### src/rtl/fss_pkg.sv
`timescale 1ns/1ps
package fss_pkg;
    typedef enum logic [1:0] {
        CH_IDLE,
        CH_ARM,
        CH_ON,
        CH_REST
    } ch_state_e;

    typedef enum logic {
        TB_IDLE,
        TB_RUN
    } tb_state_e;

    localparam int NCH    = 4;
    localparam int IDX_C  = 0;
    localparam int IDX_A  = 1;
    localparam int IDX_O  = 2;
    localparam int IDX_B  = 3;
endpackage

### src/rtl/fss_timebase.sv
`timescale 1ns/1ps
module fss_timebase
    import fss_pkg::*;
#(
    parameter int CYC_W = 12,
    parameter int LIN_W = 4
) (
    input  logic             clk,
    input  logic             rst_n,
    input  logic             field_start,
    input  logic             line_ref,
    output logic             fs_rise,
    output logic             line_rise,
    output logic             running,
    output logic [CYC_W-1:0] cl_q,
    output logic [LIN_W-1:0] lc_q,
    output logic [CYC_W-1:0] nxt_cl,
    output logic [LIN_W-1:0] nxt_lc
);
    localparam logic [CYC_W-1:0] CL_MAX = {CYC_W{1'b1}};
    localparam logic [LIN_W-1:0] LC_MAX = {LIN_W{1'b1}};

    tb_state_e tb_q, tb_nxt;
    logic      fs_d, lr_d;

    assign fs_rise   = field_start & ~fs_d;
    assign line_rise = line_ref & ~lr_d;

    always_comb begin
        tb_nxt = tb_q;
        nxt_cl = cl_q;
        nxt_lc = lc_q;
        unique case (tb_q)
            TB_IDLE: begin
                if (fs_rise) begin
                    tb_nxt = TB_RUN;
                    nxt_cl = '0;
                    nxt_lc = '0;
                end
            end
            TB_RUN: begin
                if (fs_rise) begin
                    nxt_cl = '0;
                    nxt_lc = '0;
                end else if (line_rise) begin
                    nxt_cl = '0;
                    nxt_lc = (lc_q == LC_MAX) ? lc_q : lc_q + 1'b1;
                end else begin
                    nxt_cl = (cl_q == CL_MAX) ? cl_q : cl_q + 1'b1;
                end
            end
            default: tb_nxt = TB_IDLE;
        endcase
    end

    always_ff @(posedge clk or negedge rst_n) begin
        if (!rst_n) begin
            tb_q <= TB_IDLE;
            fs_d <= 1'b0;
            lr_d <= 1'b0;
            cl_q <= '0;
            lc_q <= '0;
        end else begin
            tb_q <= tb_nxt;
            fs_d <= field_start;
            lr_d <= line_ref;
            cl_q <= nxt_cl;
            lc_q <= nxt_lc;
        end
    end

    always_comb running = (tb_q == TB_RUN);

    // a field edge clears both counts
    a_r2_field_clears: assert property (@(posedge clk) disable iff (!rst_n)
        fs_rise |=> (cl_q == '0 && lc_q == '0 && running));

    // a line edge inside a field restarts the cycle count
    a_r8_line_restarts: assert property (@(posedge clk) disable iff (!rst_n)
        (line_rise && !fs_rise && running) |=> (cl_q == '0));
endmodule

### src/rtl/fss_channel.sv
`timescale 1ns/1ps
module fss_channel
    import fss_pkg::*;
#(
    parameter int CYC_W = 12,
    parameter int LIN_W = 4,
    parameter int SH_W  = 8,
    parameter int BASE  = 62,
    parameter int LINES = 0
) (
    input  logic             clk,
    input  logic             rst_n,
    input  logic             fs_rise,
    input  logic             line_rise,
    input  logic [CYC_W-1:0] nxt_cl,
    input  logic [LIN_W-1:0] nxt_lc,
    input  logic [CYC_W-1:0] cl_q,
    input  logic [LIN_W-1:0] lc_q,
    input  logic [SH_W-1:0]  shift_in,
    input  logic [CYC_W-1:0] len_in,
    output logic             en
);
    localparam logic [CYC_W-1:0] BASE_V  = CYC_W'(BASE);
    localparam logic [LIN_W-1:0] LINES_V = LIN_W'(LINES);

    ch_state_e        st_q, st_nxt, start_st;
    logic [CYC_W-1:0] off_q, len_q, off_now, len_now;
    logic [CYC_W:0]   stop_pt;
    logic             hit, fin, new_line;

    always_comb begin
        off_now  = fs_rise ? (BASE_V + CYC_W'(shift_in)) : off_q;
        len_now  = fs_rise ? len_in : len_q;
        stop_pt  = {1'b0, off_now} + {1'b0, len_now};
        hit      = (nxt_cl == off_now) && (nxt_lc >= LINES_V);
        fin      = ({1'b0, nxt_cl} == stop_pt);
        new_line = fs_rise | line_rise;
        start_st = (len_now != '0) ? CH_ON : CH_REST;
    end

    always_comb begin
        st_nxt = st_q;
        unique case (st_q)
            CH_IDLE: if (fs_rise)  st_nxt = hit ? start_st : CH_ARM;
            CH_ARM:  if (hit)      st_nxt = start_st;
            CH_ON: begin
                if (new_line)      st_nxt = hit ? start_st : CH_ARM;
                else if (fin)      st_nxt = CH_REST;
            end
            CH_REST: if (new_line) st_nxt = hit ? start_st : CH_ARM;
            default:               st_nxt = CH_IDLE;
        endcase
    end

    always_ff @(posedge clk or negedge rst_n) begin
        if (!rst_n) begin
            st_q  <= CH_IDLE;
            off_q <= '0;
            len_q <= '0;
        end else begin
            st_q <= st_nxt;
            if (fs_rise) begin
                off_q <= off_now;
                len_q <= len_now;
            end
        end
    end

    always_comb en = (st_q == CH_ON);

    // no strobe before its line wait has elapsed
    a_r6_lines_waited: assert property (@(posedge clk) disable iff (!rst_n)
        en |-> (lc_q >= LINES_V));

    // a high strobe lies inside its offset window of the current line
    a_r7_in_window: assert property (@(posedge clk) disable iff (!rst_n)
        en |-> (cl_q >= off_q && {1'b0, cl_q} < ({1'b0, off_q} + {1'b0, len_q})));

    // captured settings only move at a field edge
    a_r10_settings_held: assert property (@(posedge clk) disable iff (!rst_n)
        !fs_rise |=> ($stable(off_q) && $stable(len_q)));

    // a field edge leaves the strobe low unless its offset is zero
    a_r11_restart_low: assert property (@(posedge clk) disable iff (!rst_n)
        (fs_rise && off_now != '0) |=> !en);
endmodule

### src/rtl/field_strobe_seq.sv
`timescale 1ns/1ps
module field_strobe_seq
    import fss_pkg::*;
#(
    parameter int CYC_W     = 12,
    parameter int LIN_W     = 4,
    parameter int SH_W      = 8,
    parameter int BASE_C    = 62,
    parameter int BASE_A    = 93,
    parameter int BASE_OUT  = 147,
    parameter int BASE_B    = 159,
    parameter int LINES_OUT = 3,
    parameter int LINES_B   = 4
) (
    input  logic             clk,
    input  logic             rst_n,
    input  logic             field_start,
    input  logic             line_ref,
    input  logic [SH_W-1:0]  shift_a,
    input  logic [SH_W-1:0]  shift_b,
    input  logic [SH_W-1:0]  shift_c,
    input  logic [CYC_W-1:0] active_len,
    output logic             rd_en_a,
    output logic             rd_en_c,
    output logic             wr_en_b,
    output logic             out_active
);
    logic                       fs_rise, line_rise, running;
    logic [CYC_W-1:0]           cl_q, nxt_cl;
    logic [LIN_W-1:0]           lc_q, nxt_lc;
    logic [NCH-1:0][SH_W-1:0]   sh_v;
    logic [NCH-1:0]             en_v;

    assign sh_v = {shift_b, {SH_W{1'b0}}, shift_a, shift_c};

    fss_timebase #(.CYC_W(CYC_W), .LIN_W(LIN_W)) u_tb (
        .clk        (clk),
        .rst_n      (rst_n),
        .field_start(field_start),
        .line_ref   (line_ref),
        .fs_rise    (fs_rise),
        .line_rise  (line_rise),
        .running    (running),
        .cl_q       (cl_q),
        .lc_q       (lc_q),
        .nxt_cl     (nxt_cl),
        .nxt_lc     (nxt_lc)
    );

    for (genvar g = 0; g < NCH; g++) begin : g_ch
        localparam int CH_BASE  = (g == IDX_C) ? BASE_C :
                                  (g == IDX_A) ? BASE_A :
                                  (g == IDX_O) ? BASE_OUT : BASE_B;
        localparam int CH_LINES = (g == IDX_O) ? LINES_OUT :
                                  (g == IDX_B) ? LINES_B : 0;
        fss_channel #(
            .CYC_W(CYC_W), .LIN_W(LIN_W), .SH_W(SH_W),
            .BASE(CH_BASE), .LINES(CH_LINES)
        ) u_ch (
            .clk      (clk),
            .rst_n    (rst_n),
            .fs_rise  (fs_rise),
            .line_rise(line_rise),
            .nxt_cl   (nxt_cl),
            .nxt_lc   (nxt_lc),
            .cl_q     (cl_q),
            .lc_q     (lc_q),
            .shift_in (sh_v[g]),
            .len_in   (active_len),
            .en       (en_v[g])
        );
    end

    always_comb begin
        rd_en_c    = en_v[IDX_C];
        rd_en_a    = en_v[IDX_A];
        out_active = en_v[IDX_O];
        wr_en_b    = en_v[IDX_B];
    end

    // nothing asserts before the first field edge
    a_r1_quiet_before_field: assert property (@(posedge clk) disable iff (!rst_n)
        !running |-> (en_v == '0));
endmodule

### config.mk
export PLATFORM = sky130hd
export DESIGN_NAME = field_strobe_seq
export DESIGN_NICKNAME = d
export VERILOG_FILES = /design/src/rtl/fss_pkg.sv /design/src/rtl/fss_timebase.sv /design/src/rtl/fss_channel.sv /design/src/rtl/field_strobe_seq.sv
export SDC_FILE = /design/constraint.sdc
export NUM_CORES = 1
export LEC_CHECK = 0
export BUFFER_PORTS_ARGS = -buffer_cell sky130_fd_sc_hd__buf_4
export CAP_MARGIN = 20
export CORE_UTILIZATION = 45
export CTS_CLUSTER_DIAMETER = 30
export DETAILED_ROUTE_END_ITERATION = 10
export GPL_ROUTABILITY_DRIVEN = 0
export PLACE_DENSITY = 0.68
export SETUP_SLACK_MARGIN = 0.2
export SKIP_LAST_GASP = 1
export SYNTH_ARGS = -nofsm -noshare
export SYNTH_HDL_FRONTEND = slang
export SYNTH_HIERARCHICAL = 1
export SYNTH_SLANG_ARGS = --single-unit
### constraint.sdc
create_clock -name clk -period 7.7 [get_ports clk]
set_input_delay 0.385 -clock clk [delete_from_list [all_inputs] [get_ports clk]]
set_output_delay 0.385 -clock clk [all_outputs]
set_load 0.005 [all_outputs]
**Word level (Yosys, flattened, before mapping)**

Index checks and enable logic that the tools add are counted.

- Bitwise operators: 6
- Eq/ne operators: 38
- Order comparisons: 3
- Reduce and logical (&&, ||, !) cells: 16
- Add/subtract/negate cells: 9
- Mux-type cells: 52

Operators by type and width:

| cell | number |
|---|---|
| 12-bit two-way mux | 12 |
| 12-bit by 12-bit adder with 13-bit output | 4 |
| 12-bit by 13-bit equality test with 1-bit output | 4 |
| 12-bit equality test | 4 |
| 2-bit two-way mux | 24 |
| 12-bit nonzero test | 4 |
| 2-bit case mux with 4 select lines | 4 |
| 12-bit case mux with 2 select lines | 1 |
| 2-bit equality test (second input constant) | 8 |
| 4-bit two-way mux | 4 |
| 4-bit AND reduction | 4 |
| 12-bit by 1-bit adder with 12-bit output (second input constant) | 1 |
| 12-bit equality test (second input constant) | 1 |
| 2-bit by 1-bit inequality test with 1-bit output (second input constant) | 6 |
| 2-bit inequality test (second input constant) | 6 |
| 3-bit by 1-bit inequality test with 1-bit output (second input constant) | 4 |
| 6-bit by 8-bit adder with 9-bit output (first input constant) | 1 |
| 7-bit by 8-bit adder with 9-bit output (first input constant) | 1 |
| 8-bit by 8-bit adder with 9-bit output (first input constant) | 1 |
| 2-bit by 1-bit equality test with 1-bit output (second input constant) | 4 |
| 2-bit logical NOT | 4 |
| 4-bit case mux with 2 select lines | 1 |
| 1-bit two-way mux | 6 |
| 4-bit by 1-bit adder with 4-bit output (second input constant) | 1 |
| other kinds (8) | 14 |

- Input bits: 40
- Flip-flop bits (word level): 123
- Output and inout port bits: 4
- Word-level logic and storage cells: 141

**Logic depth before layout (Yosys ltp)**

- Depth after elaboration: 10
- Gate-level depth with buffers: 19
- Gate-level depth less buffers: 17

**Hierarchy**

The synthesis kept the hierarchy.

By module, submodules not included:

| module | times used | area an instance (um2) | cells an instance |
|---|---|---|---|
| fss_channel (g_ch[2].u_ch) | 1 | 2747.6 | 290 |
| fss_channel (g_ch[1].u_ch) | 1 | 2712.6 | 299 |
| fss_channel (g_ch[3].u_ch) | 1 | 2479.9 | 264 |
| fss_channel (g_ch[0].u_ch) | 1 | 2473.6 | 272 |
| fss_timebase | 1 | 1037.2 | 106 |
| field_strobe_seq | 1 | 3.8 | 1 |

**Worst setup path after synthesis**

Ideal clock, no wire load.

- Kind: flip-flop to flip-flop
- Start point: register u_tb.fs_d
- End point: register g_ch[0].u_ch.st_q[0]
- Arrival time: 4.484 ns
- Setup slack: 3.088 ns
- Buffers on the path: 3
- Cell stages (with the launch flop): 19
- Clock period less this slack: 4.612 ns
- Cell sequence: dfrtp_1 -> nand2b_1 -> inv_1 -> buf_4 -> buf_4 -> clkbuf_1 -> mux2_2 -> ha_1 -> inv_1 -> fa_1 -> nor2b_1 -> o21ai_0 -> a211oi_1 -> a21oi_1 -> o31ai_1 -> mux2_2 -> or4_1 -> a221o_1 -> mux2_1

- Elaborated cells between the ends (all ways): 29

RTL lines:

| what | line | RTL |
|---|---|---|
| start, declared | fss_timebase.sv:24 | `logic fs_d, lr_d;` |
| start signal, assigned | fss_timebase.sv:65 | `fs_d <= field_start;` |
| 1-bit NOT * | fss_timebase.sv:26 | `assign fs_rise = field_start & ~fs_d;` |
| 1-bit bitwise AND * | fss_timebase.sv:26 |  |
| net fs_rise | field_strobe_seq.sv:28 | `logic fs_rise, line_rise, running;` |
| 12-bit two-way mux * | fss_channel.sv:32 | `off_now = fs_rise ? (BASE_V + CYC_W'(shift_in)) : off_q;` |
| net g_ch[0].u_ch.off_now[0] | fss_channel.sv:27 | `logic [CYC_W-1:0] off_q, len_q, off_now, len_now;` |
| parallel branches: the longest is 5 deep, another holds 12-bit by 12-bit adder with 13-bit output | -- |  |
| end signal, assigned | fss_channel.sv:61 | `st_q <= st_nxt;` |
| end, declared | fss_channel.sv:26 | `ch_state_e st_q, st_nxt, start_st;` |

Mark *: on every way through the listed nets, which the timed path passes. The select of a mux whose other input is x is not followed.
A chain may end at the register's enable or synchronous reset.

**Worst setup path in the final report**

- Start point: register u_tb.fs_d
- End point: register g_ch[0].u_ch.st_q[0]

- Elaborated cells between the ends (all ways): 29

RTL lines:

| what | line | RTL |
|---|---|---|
| 1-bit NOT * | fss_timebase.sv:26 |  |
| 1-bit bitwise AND * | fss_timebase.sv:26 |  |
| net fs_rise | field_strobe_seq.sv:28 |  |
| 12-bit two-way mux * | fss_channel.sv:33 | `len_now = fs_rise ? len_in : len_q;` |
| net g_ch[0].u_ch.len_now[0] | fss_channel.sv:27 |  |
| parallel branches: the longest is 5 deep, another holds 12-bit by 12-bit adder with 13-bit output | -- |  |

Marked as above.

==> reports/results.ini <==
[timing]
rsz0062_at_grt = no
fin_skew_ps = 4.50
setup_violations = 0
worst_pin_slew_ps = 1010
drv_slew = 0
maxSlewHeadroom_pct = 32.4
finalCritPeriodShare_pct = 67.2
min_period_ps = 5170
fin_tns_setup_ps = 0
final_hold_viol_count = 12
holdWs_ps = -42.4
clock.fmax_ghz = 0.193

[setup_path]
r2r_cells = 16
worst-path-stages = 16
cpMostUsedCell = mux2_2
startpoint_type = flip-flop
rr_endpoint = g_ch[0].u_ch/st_q[0]
critPathTopFamily = compound AO/OA/AOI/OAI gates
max_stage_delay_ps = 550
end_kind = flip-flop
path_cells = nand2b_1 -> inv_8 -> buf_4 -> mux2_2 -> ha_1 -> inv_1 -> fa_1 -> nor2b_1 -> o21ai_0 -> a211oi_1 -> a21oi_1 -> o31ai_1 -> mux2_2 -> or4_1 -> a221o_1 -> mux2_1
critical_path_class = flip-flop to flip-flop
crit_slowest_cell = buf_4
arrival_ps = 5480
crit_fanout = 120
r2r_start = u_tb/fs_d
reg2reg_setup_slack_ps = 2530
startpoint = u_tb/fs_d
endpoint = g_ch[0].u_ch/st_q[0]
worstPathRequired_ps = 8000
crit_buf_inv = 3

[logic_synthesis]
postSynth.asyncResetShare_pct = 100
synth_top_flop_cell = dfrtp_1
ys_warn_count = 6
synth_area_sq_um = 11500
synthDistinctLibCells = 118
ys_seq_area_share_pct = 26.9
syn_area_per_cell_sq_um = 9.30
synth-seq-cells = 123
synth_edf_count = 0
synth_area_leader_cell = dfrtp_1
synth_top_area_share_pct = 26.9
synthCells = 1232
synth.area.top_cells = dfrtp_1 (27%), mux2_2 (10%), ha_1 (7.5%), xnor2_1 (6.5%), a21oi_1 (4.0%)

[power_and_ir_drop]
seqPwrFrac_pct = 27.9
internal_power_mw = 1.80
power_frac_comb_pct = 44.4
finalPower_mw = 2.87
ir_drop_uv = 159
power.leakage_nw = 5.47
powerDensity_nw_per_um2 = 223
clockPowerShare_pct = 27.8
p_sw_share_pct = 37.2
p_sw_mw = 1.07

[outcome]
outcome = complete, but fails checks
violations = hold timing

[layout]
final_cell_count_no_fill = 1657
antenna_cells = 0
nNetsFinal = 1427
syn2layout_area_growth_pct = 12.2
fin_util_pct = 51.2
drive_gt1_share_pct = 19.3
layout_commonest_cell = dfrtp_1
final_cell_mix = dfrtp_1 (123), mux2_2 (105), a21oi_1 (90)

[global_route]
grt_max_degree = 121
grt_pass1_vias = 9269
overflow = 0
grt_usage_pct = 23.1
grt_pass1_wl_um = 47700
antenna_found_initial = 0

[floorplanning]
std_cell_rows = 58
die_w_um = 162
die_y_um = 162
coreArea_sq_um = 25100
initial_core_util_pct = 45.6
io_pins = 44
die_area_sq_um = 26100

[detailed_routing]
drtAntennaViolNets = 0
routed_wl_um = 29200
num_vias = 9558
drt_iter0_drc = 497
wl_per_cell_um = 17.6
drc_errors = 0
first_pass_iters = 5
viasPerCell = 5.77

[cts]
cts_tree = done
cts_buffers = 17
root_buffer = clkbuf_16
h-tree-depth = 4
cts.clk_slew.worst_paths_ps = 60
postCtsHoldBufs = 0
cts_sinks = 123
clk_latency_ps = 420
cts_resized = 0
cts_buffer_depth = 2
cts_setup_buffers = 0

[placed_design]
portBuffers = 43
placed_cells = 1625
dp_hpwl_um = 21100

[run]
drv_cap = 0

[hold_path]
min_path_type = input port to asynchronous set/reset pin

[cell usage after synthesis (all sizes together), types with 7 or more instances]
library cell	instances
nand2	63
o2111ai	8
xnor2	87
a22oi	8
nand2b	21
nand3	35
dfrtp	123
a221oi	7
a21oi	92
clkbuf	15
nor4	14
o21ai	36
a21o	19
o22ai	12
mux2i	14
nor3	27
o211ai	10
or4	10
and2	10
nor2b	37
ha	69
mux2	111
a2111oi	13
o31ai	11
nor2	68
buf	22
a211oi	20
a31oi	15
and3	17
nand4	12
inv	69
xor2	38
or2	11
[layer usage]
layer  GRT usage (%)  part of all wire (%)
met1            31.3                    47
met2            38.1                    47
met3            2.82                   4.0
met4            7.46                   2.1
met5               0                     0
[worst register-to-register path, stage by stage, from the launching register on]
cell	delay, ps
dfrtp_1	350
nand2b_1	240
inv_8	510
buf_4	620
mux2_2	270
ha_1	150
inv_1	50
fa_1	400
nor2b_1	110
o21ai_0	110
a211oi_1	280
a21oi_1	140
o31ai_1	280
mux2_2	370
or4_1	480
a221o_1	370
mux2_1	320
[through the flow]
step	cell area, sq um	worst slack, ps	hold slack, ps
finish	12800	2530	-42.4
global route	12800	2240	27.8
CTS	12800	2590	13.0
detailed placement	12300	2540	458
global placement	12300	2710	453
floorplan	11600	3090	89.4
[registers in the layout, indices dropped and copies added (netlist names)]
signal / cells
g_ch.u_ch/len_q: 48
u_tb/fs_d: 1
u_tb/lr_d: 1
u_tb/cl_q: 12
u_tb/running: 1
g_ch.u_ch/st_q: 8
u_tb/lc_q: 4
g_ch.u_ch/off_q: 48
[layout make-up]
class	count	area (sq um)
clock inverters	9	86.3
well taps	330	413
clock buffers	23	498
fillers	2359	12300
inverters	70	273
flip-flops and latches	123	3080
multi-input cells	1047	8090
repair buffers	55	417
[how the worst min path moves through the flow]
stage | startpoint | to | slack [ps] | cells past startpoint
final | rst_n | g_ch[3].u_ch/off_q[7] | -40 | 1
after global routing | rst_n | g_ch[3].u_ch/off_q[7] | 30 | 1
after detailed placement | rst_n | g_ch[3].u_ch/off_q[7] | 460 | 1
after floorplan | rst_n | g_ch[0].u_ch/len_q[0] | 90 | 0
after global placement | rst_n | g_ch[3].u_ch/off_q[7] | 450 | 1
after CTS | rst_n | g_ch[3].u_ch/off_q[7] | 10 | 1
[cell families (layout without fill, tap and decap cells)]
kind of cell               Yosys count  after routing  synth area share, %
other                                1             46               0.0327
and+or+nand+nor                    364            364                 17.9
muxes                              125            125                 12.4
AOI/OAI and AO/OA                  312            312                 20.1
adders and majority gates           73             73                 8.24
buffers and inverters              107            157                 4.11
xor gates and xnor gates           127            127                 10.3
DFF                                123            123                 26.9
[power by group through the flow]
stage / sequential (mW) / clock (mW) / combinational, mW
floorplan: 0.793 / 0 / 1.01
global placement: 0.806 / 0 / 1.23
detailed placement: 0.810 / 0 / 1.25
CTS: 0.799 / 0.806 / 1.27
global route: 0.811 / 0.841 / 1.41
finish: 0.799 / 0.796 / 1.27
No activity file was read; power rests on OpenSTA's default activity.
